### src/rtl/vga_wr_pkg.sv
package vga_wr_pkg;
  localparam int PLANES = 4;
  localparam int BYTE_W = 8;
  localparam int WORD_W = PLANES * BYTE_W;
  localparam int ROT_W  = $clog2(BYTE_W);

  typedef enum logic [1:0] {
    ALU_COPY = 2'b00,
    ALU_AND  = 2'b01,
    ALU_OR   = 2'b10,
    ALU_XOR  = 2'b11
  } alu_fn_e;

  typedef enum logic [1:0] {
    WM_HOST  = 2'b00,
    WM_LATCH = 2'b01,
    WM_COLOR = 2'b10,
    WM_FILL  = 2'b11
  } wr_mode_e;

  typedef struct packed {
    logic loadLatch;
    logic capture;
    logic allowFillEn;
    logic forceFill;
    logic replicate;
    logic hostMask;
    logic passLatch;
  } ctrl_t;
endpackage

### src/rtl/vga_wr_ctrl.sv
module vga_wr_ctrl
  import vga_wr_pkg::*;
(
  input  logic       wrStrobe,
  input  logic       rdStrobe,
  input  logic [1:0] wrMode,
  output ctrl_t      ctrl
);
  wr_mode_e mode;

  always_comb begin
    mode = wr_mode_e'(wrMode);
    ctrl = '0;
    ctrl.loadLatch = rdStrobe;
    ctrl.capture   = wrStrobe;
    unique case (mode)
      WM_HOST:  ctrl.allowFillEn = 1'b1;
      WM_LATCH: ctrl.passLatch   = 1'b1;
      WM_COLOR: ctrl.replicate   = 1'b1;
      WM_FILL: begin
        ctrl.forceFill = 1'b1;
        ctrl.hostMask  = 1'b1;
      end
    endcase
  end
endmodule

### src/rtl/vga_wr_datapath.sv
module vga_wr_datapath
  import vga_wr_pkg::*;
(
  input  logic                clk,
  input  logic                rstN,
  input  ctrl_t               ctrl,
  input  logic [BYTE_W-1:0]   hostByte,
  input  logic [WORD_W-1:0]   fbRdData,
  input  logic [ROT_W-1:0]    rotCount,
  input  logic [1:0]          aluFn,
  input  logic [PLANES-1:0]   setRst,
  input  logic [PLANES-1:0]   setRstEn,
  input  logic [BYTE_W-1:0]   bitMask,
  input  logic [PLANES-1:0]   planeEn,
  output logic [WORD_W-1:0]   wrData,
  output logic [PLANES-1:0]   wrByteEn,
  output logic                wrValid,
  output logic [WORD_W-1:0]   latchQ
);
  logic [2*BYTE_W-1:0] rotWide;
  logic [BYTE_W-1:0]   rotByte;
  logic [BYTE_W-1:0]   effMask;
  logic [WORD_W-1:0]   mergedWord;
  alu_fn_e             fn;

  always_comb begin
    rotWide = {hostByte, hostByte} >> rotCount;
    rotByte = rotWide[BYTE_W-1:0];
    effMask = ctrl.hostMask ? (rotByte & bitMask) : bitMask;
    fn      = alu_fn_e'(aluFn);
  end

  for (genvar p = 0; p < PLANES; p++) begin : g_plane
    logic [BYTE_W-1:0] modeByte;
    logic [BYTE_W-1:0] aluByte;
    logic [BYTE_W-1:0] latchByte;
    logic              useFill;

    always_comb begin
      latchByte = latchQ[p*BYTE_W +: BYTE_W];
      useFill   = ctrl.forceFill | (ctrl.allowFillEn & setRstEn[p]);
      if (ctrl.replicate)
        modeByte = {BYTE_W{hostByte[p]}};
      else if (useFill)
        modeByte = {BYTE_W{setRst[p]}};
      else
        modeByte = rotByte;

      unique case (fn)
        ALU_COPY: aluByte = modeByte;
        ALU_AND:  aluByte = modeByte & latchByte;
        ALU_OR:   aluByte = modeByte | latchByte;
        ALU_XOR:  aluByte = modeByte ^ latchByte;
      endcase

      if (ctrl.passLatch)
        mergedWord[p*BYTE_W +: BYTE_W] = latchByte;
      else
        mergedWord[p*BYTE_W +: BYTE_W] = (aluByte & effMask) | (latchByte & ~effMask);
    end
  end

  always_ff @(posedge clk) begin
    if (!rstN) begin
      latchQ   <= '0;
      wrData   <= '0;
      wrByteEn <= '0;
      wrValid  <= 1'b0;
    end else begin
      if (ctrl.loadLatch) latchQ <= fbRdData;
      wrValid <= ctrl.capture;
      if (ctrl.capture) begin
        wrData   <= mergedWord;
        wrByteEn <= planeEn;
      end
    end
  end
endmodule

### src/rtl/vga_plane_writer.sv
module vga_plane_writer
  import vga_wr_pkg::*;
(
  input  logic        clk,
  input  logic        rstN,
  input  logic        wrStrobe,
  input  logic [7:0]  hostByte,
  input  logic        rdStrobe,
  input  logic [31:0] fbRdData,
  input  logic [2:0]  rotCount,
  input  logic [1:0]  wrMode,
  input  logic [1:0]  aluFn,
  input  logic [3:0]  setRst,
  input  logic [3:0]  setRstEn,
  input  logic [7:0]  bitMask,
  input  logic [3:0]  planeEn,
  output logic [31:0] wrData,
  output logic [3:0]  wrByteEn,
  output logic        wrValid
);
  ctrl_t             ctrl;
  logic [WORD_W-1:0] latchQ;

  vga_wr_ctrl u_ctrl (
    .wrStrobe(wrStrobe), .rdStrobe(rdStrobe), .wrMode(wrMode), .ctrl(ctrl)
  );

  vga_wr_datapath u_data (
    .clk(clk), .rstN(rstN), .ctrl(ctrl), .hostByte(hostByte),
    .fbRdData(fbRdData), .rotCount(rotCount), .aluFn(aluFn),
    .setRst(setRst), .setRstEn(setRstEn), .bitMask(bitMask),
    .planeEn(planeEn), .wrData(wrData), .wrByteEn(wrByteEn),
    .wrValid(wrValid), .latchQ(latchQ)
  );
endmodule

### config.mk
export PLATFORM = sky130hd
export DESIGN_NAME = vga_plane_writer
export DESIGN_NICKNAME = d
export VERILOG_FILES = /design/src/rtl/vga_wr_pkg.sv /design/src/rtl/vga_wr_ctrl.sv /design/src/rtl/vga_wr_datapath.sv /design/src/rtl/vga_plane_writer.sv
export SDC_FILE = /design/constraint.sdc
export NUM_CORES = 1
export LEC_CHECK = 0
export BUFFER_PORTS_ARGS = -buffer_cell sky130_fd_sc_hd__buf_2
export CAP_MARGIN = 10
export CORE_ASPECT_RATIO = 0.6
export CORE_MARGIN = 5
export CORE_UTILIZATION = 50
export CTS_CLUSTER_DIAMETER = 100
export DETAILED_ROUTE_END_ITERATION = 8
export PLACE_DENSITY = 0.76
export SLEW_MARGIN = 10
export SYNTH_ARGS = -nofsm -noshare
export SYNTH_HDL_FRONTEND = slang
export SYNTH_HIERARCHICAL = 1
export SYNTH_SLANG_ARGS = --single-unit
### constraint.sdc
create_clock -name clk -period 2.25 [get_ports clk]
set_input_delay 0.225 -clock clk [delete_from_list [all_inputs] [get_ports clk]]
set_output_delay 0.225 -clock clk [all_outputs]
set_load 0.01 [all_outputs]
### Yosys cells after proc, flatten, opt, wreduce, memory -nomap -nowiden

Cells that the tools add are included.

| word-level totals | value |
|---|---|
| register bits after elaboration | 69 |
| input port bits | 71 |
| output and inout bits | 37 |
| word-level logic and storage cells | 68 |

| cells by class | value |
|---|---|
| shifts and indexed selects | 1 |
| reductions and logical operators | 2 |
| muxes and demuxes | 21 |
| equal/unequal tests | 6 |
| bitwise logic cells | 34 |

Operators with widths:

| operator | count |
|---|---|
| one-hot mux 8 bit (4 select lines) | 4 |
| bitwise AND 8 bit | 13 |
| 2-to-1 mux 8 bit | 13 |
| bitwise OR 8 bit | 8 |
| XOR 8 bit | 4 |
| >> shifter 16 x 3 -> 8 bit | 1 |
| == test 2 bit, second input constant | 4 |
| NOT 8 bit | 1 |
| bitwise AND 1 bit | 4 |
| == test 2 x 1 -> 1 bit, second input constant | 2 |
| zero test 2 bit | 2 |
| 2-to-1 mux 1 bit | 4 |
| bitwise OR 1 bit | 4 |

### Depth between registers and ports, before layout

Gate-level depths: netlist of the first run.

| depth | value |
|---|---|
| word-level depth | 11 |
| gate-level depth with buffers | 13 |
| mapped depth without buffers | 11 |

### Hierarchy

The synthesis of the first run kept the hierarchy.

Modules (own cells, without submodules):

| module | seq. area each (um2) | cells an instance | area each (um2) | times used |
|---|---|---|---|---|
| vga_wr_datapath | 1381.3 | 752 | 5997.0 | 1 |
| vga_wr_ctrl | 0.0 | 7 | 48.8 | 1 |

### Least setup slack after synthesis of the first run

No wires, ideal clock.

| timing | value |
|---|---|
| kind | in2reg |
| start point | in rotCount[0] |
| end point | reg u_data.wrData[4] |
| slack | -103 ps |
| arrival | 2278 ps |
| setup time | 75 ps |
| path buffers | 3 |
| cell stages on the path | 13 |
| data required time | 2175 ps |
| path through | buf_2 -> or2_2 -> clkbuf_1 -> o22ai_1 -> or2_2 -> buf_2 -> o21ai_0 -> nand2_1 -> ha_1 -> mux2i_1 -> a221oi_1 -> o211ai_1 -> o22ai_1 |

| on the way | value |
|---|---|
| longest elaborated chain between the ends | 8 |
| elaborated cells between the ends (all ways) | 14 |
| those cells by class | shift: 1; mux: 5; bitwise: 8 |

RTL lines:

| item | line | source |
|---|---|---|
| from (decl) | vga_plane_writer.sv:10 | `input logic [2:0] rotCount,` |
| >> shifter 16 x 3 -> 8 bit * | vga_wr_datapath.sv:27 | `rotWide = {hostByte, hostByte} >> rotCount;` |
| 2-to-1 mux 8 bit | vga_wr_datapath.sv:44 | `else if (useFill)` |
| 2-to-1 mux 8 bit | vga_wr_datapath.sv:42 | `if (ctrl.replicate)` |
| XOR 8 bit, or another cell as far along | vga_wr_datapath.sv:53 | `ALU_XOR: aluByte = modeByte ^ latchByte;` |
| one-hot mux 8 bit (4 select lines) | vga_wr_datapath.sv:49 | `unique case (fn)` |
| bitwise AND 8 bit | vga_wr_datapath.sv:59 | `mergedWord[p*BYTE_W +: BYTE_W] = (aluByte & effMask) \| (latchByte & ~effMask);` |
| bitwise OR 8 bit * | vga_wr_datapath.sv:59 |  |
| 2-to-1 mux 8 bit * | vga_wr_datapath.sv:56 | `if (ctrl.passLatch)` |
| to (signal assigned) | vga_wr_datapath.sv:73 | `wrData <= mergedWord;` |
| to (decl) | vga_wr_datapath.sv:15 | `output logic [WORD_W-1:0] wrData,` |

Mark *: on every way between the ends. The rest lies on a longest branch, timed or not.
A chain may end at the register's enable or synchronous reset.

### Worst setup path after layout of the first run

| timing | value |
|---|---|
| start point | in rotCount[1] |
| end point | reg u_data.wrData[10] |

Same word-level chain as after synthesis.

==> results of run 1 <==
layout make-up:
class / count / area (sq um)
Fill cell: 1057 / 4570
Multi-Input combinational cell: 587 / 4270
Sequential cell: 69 / 1380
Timing Repair Buffer: 164 / 1040
Clock buffer: 12 / 236
Tap cell: 165 / 206
Inverter: 48 / 180
Clock inverter: 4 / 48.8
worst max-delay path, cell delays in order:
cell	delay, ns
buf_6	0.14
mux2_2	0.26
o22ai_1	0.11
or2_2	0.42
o21ai_1	0.18
nand2_1	0.07
ha_1	0.29
mux2i_1	0.06
a221oi_1	0.28
o211ai_1	0.14
o22ai_1	0.21
state kept, by name, summed over array words and instances, names as in the netlist:
| signal | flops |
|---|---|
| u_data/wrValid | 1 |
| u_data/wrByteEn | 4 |
| u_data/latchQ | 32 |
| u_data/wrData | 32 |
worst max-delay path by stage:
stage	slack, ns	start	depth (start not counted)	to
after floorplan	-0.04	rotCount[0]	13	u_data/wrData[4]$_SDFFE_PN0P_
after global placement	-0.31	rotCount[1]	11	u_data/wrData[25]$_SDFFE_PN0P_
after detailed placement	-0.38	rotCount[1]	10	u_data/wrData[7]$_SDFFE_PN0P_
after CTS	0.06	wrMode[0]	11	u_data/wrData[7]$_SDFFE_PN0P_
after global routing	-0.002	rotCount[1]	11	u_data/wrData[1]$_SDFFE_PN0P_
final	0.1	rotCount[1]	11	u_data/wrData[10]$_SDFFE_PN0P_
per-stage QoR:
step                area, sq um  worst slack (ns)
finish                     7370            0.0993
global route               7370          -0.00240
CTS                        7330            0.0579
detailed placement         7050            -0.378
global placement           7050            -0.308
floorplan                  6070           -0.0401
power by group through the flow:
stage | clock network [W] | registers [W] | logic (W)
floorplan | 0 | 0.00143 | 0.000839
global placement | 0 | 0.00143 | 0.00130
detailed placement | 0 | 0.00143 | 0.00132
CTS | 0.00142 | 0.00141 | 0.00134
global route | 0.00147 | 0.00142 | 0.00151
finish | 0.00141 | 0.00141 | 0.00138
cells by family after synthesis:
| family | Yosys count |
|---|---|
| buffers and inverters | 103 |
| multiplexers | 88 |
| adder cells (fa/ha/maj) | 64 |
| flip-flops | 69 |
| AO/OA/AOI/OAI | 226 |
| AND/OR/NAND/NOR | 209 |
placed cells by master (no fill, tap or decap), drive strengths merged, types with 32 or more instances in the layout:
master	count
a221oi	32
buf	164
dfxtp	69
ha	64
inv	48
mux2i	76
nand2	109
nor2b	38
o21ai	76
o22ai	36
routing by layer:
| layer | vias up | global-route usage (%) |
|---|---|---|
| li1 | 2972 | - |
| met1 | 2898 | 38.0 |
| met2 | 430 | 39.7 |
| met3 | 47 | 8.66 |
| met4 | 0 | 9.05 |
| met5 | - | 0 |
==> metrics.yaml, run 1 <==
global_routing:
  grt_pass1_vias: 5992
  grt_use_total_pct: 27.2
  overflow: 0
  grt_max_degree: 39
  grt_pass1_wl_um: 31600
  antenna_found_initial: 0
yosys:
  synth-adder-area-share_pct: 13.2
  synthXorXnorAreaFrac_pct: 0
  synth_area_leaders: "dfxtp_1, ha_1, mux2i_1"
  ys.warnings.count: 6
  synth.avg_cell_area_sq_um: 7.97
  netlist_top_cells_count: "nand2_1, mux2i_1, dfxtp_1, o21ai_0, ha_1"
  synth_flop_cell: "dfxtp_1"
  syn_area_sq_um: 6050
  async_flop_share_pct: 0
  yosys.area_share.simple_pct: 16.9
  ys_seq_elements: 69
  synthDistinctLibCells: 33
  synth_top_family_by_area: "compound AO/OA/AOI/OAI gates"
  netlist_instances: 759
  synth_compound_area_share_pct: 24.3
  synth_top_cell_by_area: "dfxtp_1"
  yosysMostFrequentCell: "nand2_1"
  syn_nets: 894
  synth.top_cell.area_share_pct: 22.8
  synthMuxAreaShare_pct: 15.6
  yosysSeqAreaShare_pct: 22.8
  synth_edf_count: 0
floorplan:
  initial_core_util_pct: 50.6
  die_x_um: 152
  die_y_um: 95.2
  die_area_sq_um: 14500
  ios: 108
  core_area_sq_um: 11900
  rows: 31
placement:
  dpl.cell_count: 1033
  dp_hpwl_um: 14700
  numPortBuffers: 107
  gp_congestion: 0.946
pwr:
  power_density_nw_per_um2: 569
  power.leakage_nw: 3.49
  ir_drop_v: 0.000388
  power_w: 0.00420
  power.switching_w: 0.00143
  clkPwrFrac_pct: 33.5
  pwr-share-seq_pct: 33.6
  p_int_w: 0.00277
  switching_share_pct: 34.0
  combPwrFrac_pct: 32.9
sta:
  finalHoldViolCount: 0
  setup_tns_ns: 0
  finalClockSkew_ns: 0.00589
  setup_viol: 0
  slew_viol_final: 0
  min_period_ns: 2.15
  fmax_ghz: 0.465
  max-slew-margin-rel_pct: 36.2
  period_share_pct: 95.6
  whs_ns: 0.141
  tightestPinTransition_ns: 0.951
cts:
  root_buffer: "clkbuf_16"
  cts_max_level: 3
  cts_sinks: 69
  clock_path_buffers: 2
  post_cts_buffers: 0
  cts_buffers: 9
  cts_resized: 1
  hold_buffers: 0
  cts_tree: "done"
  clk_latency_ns: 0.34
  clk_pin_slew_worst_paths_ns: 0.06
flow_run:
  maxCapViolations: 0
setup_path:
  cp-start-kind: "input pin"
  reg2regPathDepth: 6
  critPathMaxFanout: 16
  rr_startpoint: "u_data/latchQ[12]$_SDFFE_PN0P_"
  reg2reg_slack_ns: 0.68
  path_class: "in2reg"
  worst_ep_arrival_time_ns: 2.40
  worstPathRequired_ns: 2.50
  endpoint_kind: "register"
  r2r-end: "u_data/wrData[12]$_SDFFE_PN0P_"
drt:
  drtAntennaViolNets: 0
  drcViolationCount: 0
  wl_per_cell_um: 19.2
  routed_via_density: 6.05
  wl_met3_um: 2500
  vias: 6347
  wl_um: 20100
  detail_route.iter0.violations: 766
  met1_length_um: 8920
  dr.pass1.iters: 6
  topRoutingLayerUsed: "met4"
  dr_wl_met2_um: 8300
worst_hold_path:
  whs_endpoint: "u_data/latchQ[9]$_SDFFE_PN0P_"
  hold_path_depth: 3
  hold_class: "in2reg"
  hold_path_startpoint: "fbRdData[9]"
finish:
  area_delta_synth_final_pct: 21.9
  instances_no_fill: 1049
  diodes: 0
  drive_gt1_share_pct: 24.9
  finalCoreUtilization_pct: 61.7
  fin_nets: 1014
outcome:
  outcome: "completed"
Note: power is estimated with default switching activity, not from simulation.
==> run 2, diff against run 1 <==
--- a/config.mk
+++ b/config.mk
@@ -7,12 +7,14 @@
 export LEC_CHECK = 0
 export BUFFER_PORTS_ARGS = -buffer_cell sky130_fd_sc_hd__buf_2
 export CAP_MARGIN = 10
+export CELL_PAD_IN_SITES_DETAIL_PLACEMENT = 1
+export CELL_PAD_IN_SITES_GLOBAL_PLACEMENT = 2
 export CORE_ASPECT_RATIO = 0.6
 export CORE_MARGIN = 5
-export CORE_UTILIZATION = 50
+export CORE_UTILIZATION = 30
 export CTS_CLUSTER_DIAMETER = 100
 export DETAILED_ROUTE_END_ITERATION = 8
-export PLACE_DENSITY = 0.76
+export PLACE_DENSITY_LB_ADDON = 0.1
 export SLEW_MARGIN = 10
 export SYNTH_ARGS = -nofsm -noshare
 export SYNTH_HDL_FRONTEND = slang
==> run 2 against run 1 <==
Against the previous run:
- register-to-register slack lost 0.09 ns
- critical path depth shrank 1
- design area grew 3.6%
- hold slack lost 0.0054 ns
- critical path type unchanged
- critical endpoint is now u_data/wrData[31]$_SDFFE_PN0P_
==> metrics.yaml, run 2 (synthesized netlist as in run 1, its figures left out) <==
outcome:
  outcome: "completed"  # unchanged
pwr:
  switching_share_pct: 33.6  # was 34.0%
  power.leakage_nw: 3.55  # was 3.49 nW
  power_density_nw_per_um2: 602  # was 569 nW/um^2
  combPwrFrac_pct: 32.2  # was 32.9%
  power.switching_w: 0.00154  # was 0.00143 W
  clkPwrFrac_pct: 37.1  # was 33.5%
  power_w: 0.00460  # was 0.00420 W
  pwr-share-seq_pct: 30.7  # was 33.6%
  p_int_w: 0.00305  # was 0.00277 W
  ir_drop_v: 0.000400  # was 0.000388 V
drt:
  wl_um: 25800  # was 20,100 um
  routed_via_density: 5.46  # was 6.05
  wl_per_cell_um: 22.2  # was 19.2 um
  dr.pass1.iters: 5  # was 6
  detail_route.iter0.violations: 345  # was 766
  vias: 6339  # was 6,347
  drcViolationCount: 0  # unchanged
  drtAntennaViolNets: 0  # unchanged
sta:
  min_period_ns: 2.16  # was 2.15 ns
  rsz0062_at_grt: "no"
  tightestPinTransition_ns: 1.03  # was 0.951 ns
  setup_viol: 0  # unchanged
  finalClockSkew_ns: 0.00870  # was 0.00589 ns
  max-slew-margin-rel_pct: 30.6  # was 36.2%
  period_share_pct: 95.9  # was 95.6%
  fmax_ghz: 0.463  # was 0.465 GHz
  finalHoldViolCount: 0  # unchanged
  slew_viol_final: 0  # unchanged
floorplan:
  ios: 108  # unchanged
  die_y_um: 120  # was 95.2 um
  die_area_sq_um: 23200  # was 14,500 sq um
  core_area_sq_um: 19900  # was 11,900 sq um
  rows: 40  # was 31
  initial_core_util_pct: 30.4  # was 50.6%
  die_x_um: 193  # was 152 um
setup_path:
  slowest_delay_ns: 0.60  # was 0.42 ns
  path_buf_inv: 1  # unchanged
  rr_startpoint: "u_data/latchQ[20]$_SDFFE_PN0P_"  # was u_data/latchQ[12]$_SDFFE_PN0P_
  r2r-end: "u_data/wrData[20]$_SDFFE_PN0P_"  # was u_data/wrData[12]$_SDFFE_PN0P_
  critPathMaxFanout: 7  # was 16
  cp-start-kind: "input pin"  # unchanged
  path_class: "in2reg"  # unchanged
  worstSetupStartpoint: "hostByte[2]"  # was rotCount[1]
  endpoint_kind: "register"  # unchanged
  worstPathCellList: "buf_2 -> mux2i_1 -> mux4_2 -> o21ai_1 -> nand2_1 -> ha_1 -> mux2i_1 -> a221oi_1 -> o211ai_1 -> o22ai_2"  # was buf_6 -> mux2_2 -> o22ai_1 -> or2_2 -> o21ai_1 -> nand2_1 -> ha_1 -> mux2i_1 -> a221oi_1 -> o211ai_1 -> o22ai_1
  reg2reg_slack_ns: 0.59  # was 0.68 ns
  crit_family: "compound AO/OA/AOI/OAI gates"  # unchanged
  worst_ep_arrival_time_ns: 2.43  # was 2.40 ns
  cp_common_cell: "mux2i_1"  # was o22ai_1
  reg2regPathDepth: 6  # unchanged
  worstPathRequired_ns: 2.52  # was 2.50 ns
  cpMaxStageDelayCell: "mux4_2"  # was or2_2
cts:
  post_cts_buffers: 0  # unchanged
  clock_path_buffers: 2  # unchanged
  cts_buffers: 9  # unchanged
  clk_pin_slew_worst_paths_ns: 0.06  # about the same
  cts_sinks: 69  # unchanged
  cts_max_level: 3  # unchanged
  cts_tree: "done"  # unchanged
  clk_latency_ns: 0.35  # was 0.34 ns
  root_buffer: "clkbuf_16"  # unchanged
global_routing:
  grt_pass1_wl_um: 39800  # was 31,600 um
  grt_max_degree: 70  # was 39
  grt_use_total_pct: 21.9  # was 27.2%
  grt_pass1_vias: 6786  # was 5,992
  overflow: 0  # unchanged
  antenna_found_initial: 0  # unchanged
placement:
  gp_congestion: 0.855  # was 0.946
  numPortBuffers: 107  # unchanged
  dp_hpwl_um: 19300  # was 14,700 um
  place_area_sq_um: 7240  # was 7050 sq um
finish:
  area_delta_synth_final_pct: 26.3  # was 21.9%
  stdcell_area_sq_um: 7640  # was 7370 sq um
  layout_common_cells: "nand2_1, buf_2, mux2i_1"  # unchanged
  fin_nets: 1018  # was 1,014
  reg.largest.list: "u_data/latchQ: 32 flops, u_data/wrData: 32 flops, u_data/wrByteEn: 4 flops"  # unchanged
  final_common_cell: "nand2_1"  # unchanged
  seq_area_sq_um: 1380  # unchanged
  fillerInstances: 2414  # was 1,057
  drive_gt1_share_pct: 25.2  # was 24.9%
  multi_input_area_sq_um: 4290  # was 4270 sq um
flow_run:
  maxCapViolations: 0  # unchanged
worst_hold_path:
  hold_path_depth: 3  # unchanged
  hold_class: "in2reg"  # unchanged
  whs_endpoint: "u_data/latchQ[16]$_SDFFE_PN0P_"  # was u_data/latchQ[9]$_SDFFE_PN0P_
  hold_path_startpoint: "fbRdData[16]"  # was fbRdData[9]
[run 2: timing repair]
item                       in CTS  in global routing
cloned                          0                  0
setup endpoints to repair      23                 25
hold buffers                    0                  0
resized for setup               1                 20
pin swaps                       0                  1
[run 2: power by group through the flow]
stage | clock (W) | combinational [W] | sequential, W
floorplan | 0 | 0.000839 | 0.00143
global placement | 0 | 0.00138 | 0.00143
detailed placement | 0 | 0.00144 | 0.00144
CTS | 0.00175 | 0.00145 | 0.00141
global route | 0.00180 | 0.00163 | 0.00142
finish | 0.00170 | 0.00148 | 0.00141
[run 2: layer usage]
metal,vias to the layer above,track usage (%),wire (um)
li1,2988,-,-
met1,3124,31.2,12900
met2,194,33.1,10900
met3,33,4.29,1330
met4,0,7.12,624
met5,-,0,0
[run 2: metrics by stage]
| step | instances | utilization, % | setup TNS (ns) | hold slack, ns | setup WS [ns] |
|---|---|---|---|---|---|
| final | 1162 | 38.3 | 0 | 0.136 | 0.0913 |
| after global routing | 1161 | 38.3 | 0 | 0.134 | 0.00636 |
| after CTS | 1161 | 38.1 | 0 | 0.125 | 0.000548 |
| after detailed placement | 1145 | 36.3 | -12.25 | 0.493 | -0.502 |
| after global placement | 1145 | 36.3 | -8.60 | 0.482 | -0.338 |
| after floorplan | 759 | - | -0.441 | 0.395 | -0.0401 |
[run 2: cell type report]
cell class	instances	area share, %
diodes	1	0.0328
clock buffers	12	3.23
clock inverters	4	1.25
inverters	48	2.36
multi-input cells	587	56.1
flip-flops and latches	69	18.1
well taps	273	4.47
repair buffers	168	14.4
[run 2: worst max path at each step]
stage	endpoint	cells after the start
2_1_floorplan	u_data/wrData[4]$_SDFFE_PN0P_	13
3_3_place_gp	u_data/wrData[19]$_SDFFE_PN0P_	10
3_5_place_dp	u_data/wrData[2]$_SDFFE_PN0P_	11
4_1_cts	u_data/wrData[2]$_SDFFE_PN0P_	11
5_1_grt	u_data/wrData[28]$_SDFFE_PN0P_	11
6_report	u_data/wrData[31]$_SDFFE_PN0P_	10
[run 2: worst reg2reg max path: cells and delay by family, from the launching register on]
kind,cells,cell delay (ns)
compound gates,3,0.62
buf+inv,1,0.09
flops,1,0.51
mux,1,0.07
fa+ha+maj,1,0.29
==> run 3, diff against run 2 <==
--- a/config.mk
+++ b/config.mk
@@ -14,7 +14,9 @@
 export CORE_UTILIZATION = 30
 export CTS_CLUSTER_DIAMETER = 100
 export DETAILED_ROUTE_END_ITERATION = 8
-export PLACE_DENSITY_LB_ADDON = 0.1
+export GPL_TIMING_DRIVEN = 0
+export PLACE_DENSITY = 0.78
+export RECOVER_POWER = 100
 export SLEW_MARGIN = 10
 export SYNTH_ARGS = -nofsm -noshare
 export SYNTH_HDL_FRONTEND = slang
==> run 3 against run 2 <==
Against the previous run:
- register-to-register slack gained 0.12 ns
- combinational power is essentially flat
- sequential share of layout area grew 0.54 points
- highest routed layer unchanged
- largest power group unchanged
- non-clock buffer count shrank 13
- cell count shrank 1.2%
- sequential cell count is the same
- critical path type unchanged
==> metrics.yaml, run 3 (synthesized netlist as in run 1, its figures left out) <==
cts:
  cts_max_level: 3  # unchanged
  clk_latency_ns: 0.35  # about the same
  hold_buffers: 0  # unchanged
  clk_pin_slew_worst_paths_ns: 0.06  # about the same
  cts_buffers: 9  # unchanged
  root_buffer: "clkbuf_16"  # unchanged
  cts_tree: "done"  # unchanged
  cts_sinks: 69  # unchanged
  clock_path_buffers: 2  # unchanged
sta:
  slew_viol_final: 0  # unchanged
  setup_tns_ns: 0  # unchanged
  fmax_ghz: 0.449  # was 0.463 GHz
  tightestPinTransition_ns: 1.05  # was 1.03 ns
  finalHoldViolCount: 0  # unchanged
  period_share_pct: 98.9  # was 95.9%
  rsz0062_at_grt: "yes"  # was no
  min_period_ns: 2.23  # was 2.16 ns
  finalClockSkew_ns: 0.00804  # was 0.00870 ns
  max-slew-margin-rel_pct: 29.7  # was 30.6%
  setup_viol: 0  # unchanged
drt:
  dr.pass1.iters: 5  # unchanged
  wl_per_cell_um: 22.2  # about the same
  drcViolationCount: 0  # unchanged
  routed_via_density: 5.40  # was 5.46
  wl_um: 25500  # was 25,800 um
  detail_route.iter0.violations: 397  # was 345
  drtAntennaViolNets: 0  # unchanged
  vias: 6198  # was 6,339
floorplan:
  core_area_sq_um: 19900  # unchanged
  die_area_sq_um: 23200  # unchanged
  die_x_um: 193  # unchanged
  rows: 40  # unchanged
  die_y_um: 120  # unchanged
  initial_core_util_pct: 30.4  # unchanged
  ios: 108  # unchanged
pwr:
  ir_drop_v: 0.000376  # was 0.000400 V
  power_density_nw_per_um2: 585  # was 602 nW/um^2
  power_w: 0.00434  # was 0.00460 W
  power.leakage_nw: 3.21  # was 3.55 nW
setup_path:
  slowest_delay_ns: 0.53  # was 0.60 ns
  reg2reg_slack_ns: 0.71  # was 0.59 ns
  r2r-end: "u_data/wrData[23]$_SDFFE_PN0P_"  # was u_data/wrData[20]$_SDFFE_PN0P_
  worst_ep_arrival_time_ns: 2.51  # was 2.43 ns
  cpMaxStageDelayCell: "mux4_2"  # unchanged
  worstPathCellList: "buf_6 -> buf_12 -> mux2i_1 -> mux4_2 -> buf_4 -> o21ai_1 -> nand2_1 -> ha_1 -> mux2i_1 -> a221oi_1 -> nand4_1 -> o21ai_1"  # was buf_2 -> mux2i_1 -> mux4_2 -> o21ai_1 -> nand2_1 -> ha_1 -> mux2i_1 -> a221oi_1 -> o211ai_1 -> o22ai_2
  rr_startpoint: "u_data/latchQ[23]$_SDFFE_PN0P_"  # was u_data/latchQ[20]$_SDFFE_PN0P_
  worstPathRequired_ns: 2.54  # was 2.52 ns
  critPathMaxFanout: 10  # was 7
  cp-start-kind: "input pin"  # unchanged
  endpoint_kind: "register"  # unchanged
  path_class: "in2reg"  # unchanged
  reg2regPathDepth: 6  # unchanged
finish:
  layout_common_cells: "nand2_1, mux2i_1, clkbuf_1"  # was nand2_1, buf_2, mux2i_1
  drive_gt1_share_pct: 19.1  # was 25.2%
  fillerInstances: 2463  # was 2,414
  diodes: 0  # was 1
  reg.largest.list: "u_data/latchQ: 32 flops, u_data/wrData: 32 flops, u_data/wrByteEn: 4 flops"  # unchanged
  final_common_cell: "nand2_1"  # unchanged
  fin_nets: 1005  # was 1,018
  area_delta_synth_final_pct: 22.7  # was 26.3%
global_routing:
  grt_pass1_vias: 6230  # was 6,786
  grt_use_total_pct: 21.3  # was 21.9%
  antenna_found_initial: 0  # unchanged
  grt_max_degree: 11  # was 70
  grt_pass1_wl_um: 38100  # was 39,800 um
  overflow: 0  # unchanged
worst_hold_path:
  hold_path_startpoint: "fbRdData[2]"  # was fbRdData[16]
  hold_class: "in2reg"  # unchanged
  whs_endpoint: "u_data/latchQ[2]$_SDFFE_PN0P_"  # was u_data/latchQ[16]$_SDFFE_PN0P_
  hold_path_depth: 3  # unchanged
placement:
  numPortBuffers: 100  # was 107
  dp_hpwl_um: 19500  # was 19,300 um
  gp_congestion: 0.884  # was 0.855
outcome:
  outcome: "completed"  # unchanged
flow_run:
  maxCapViolations: 0  # unchanged
==> run 3: layout make-up <==
cell class | count | area (sq um) | area share (%)
Sequential cell | 69 | 1380 | 18.6
Multi-Input combinational cell | 587 | 4460 | 60.2
Inverter | 48 | 180 | 2.43
Tap cell | 273 | 342 | 4.61
Timing Repair Buffer | 105 | 503 | 6.78
Clock inverter | 1 | 30.0 | 0.405
Buffer | 50 | 258 | 3.48
Clock buffer | 15 | 258 | 3.48
==> run 3: timing repair <==
action / 4_1_cts / 5_1_grt
resized for setup: 14 / 60
endpoints found under the setup margin: 32 / 32
pin swaps: 0 / 16
buffers inserted: 0 / 5
==> run 3: worst max-delay path: cells and delay by family <==
family | cells | cell delay, ns
AO/OA/AOI/OAI | 3 | 0.56
adder cells (fa/ha/maj) | 1 | 0.30
buffers and inverters | 3 | 0.44
multiplexers | 3 | 0.74
AND/OR/NAND/NOR | 2 | 0.24
==> run 3: per-stage QoR <==
step                      util, %  cell area [sq um]  setup WS (ns)  cells  hold slack [ns]
after global routing         37.2               7420        -0.0518   1148            0.131
after detailed placement     34.7               6910         -0.883   1132            0.492
after CTS                    36.4               7240        0.00708   1147            0.115
after floorplan                 -               6070        -0.0401    759            0.395
after global placement       34.7               6910         -0.841   1132            0.480
final                        37.2               7420         0.0247   1148            0.132
==> run 3: how the worst max path moves through the flow <==
| stage | depth (start not counted) | startpoint | to |
|---|---|---|---|
| 6_report | 12 | rotCount[1] | u_data/wrData[30]$_SDFFE_PN0P_ |
| 5_1_grt | 13 | wrMode[1] | u_data/wrData[19]$_SDFFE_PN0P_ |
| 4_1_cts | 11 | rotCount[1] | u_data/wrData[31]$_SDFFE_PN0P_ |
| 3_5_place_dp | 13 | wrMode[0] | u_data/wrData[0]$_SDFFE_PN0P_ |
| 3_3_place_gp | 13 | wrMode[0] | u_data/wrData[0]$_SDFFE_PN0P_ |
| 2_1_floorplan | 13 | rotCount[0] | u_data/wrData[4]$_SDFFE_PN0P_ |
==> run 3: where the power goes <==
part | switching [W] | internal (W) | total, W | leakage, nW
sequential | 0.0000984 | 0.00132 | 0.00142 | 0.571
clock | 0.000582 | 0.000892 | 0.00147 | 0.138
combinational | 0.000888 | 0.000558 | 0.00145 | 2.50
==> run 3: metal layers <==
layer | share of wire, % | vias to the layer above | global-route usage [%]
met3 | 6.1 | 19 | 4.83
met2 | 41 | 182 | 29.9
met4 | 1.1 | 0 | 4.82
li1 | - | 2952 | -
met5 | 0 | - | 0
met1 | 52 | 3045 | 32.6
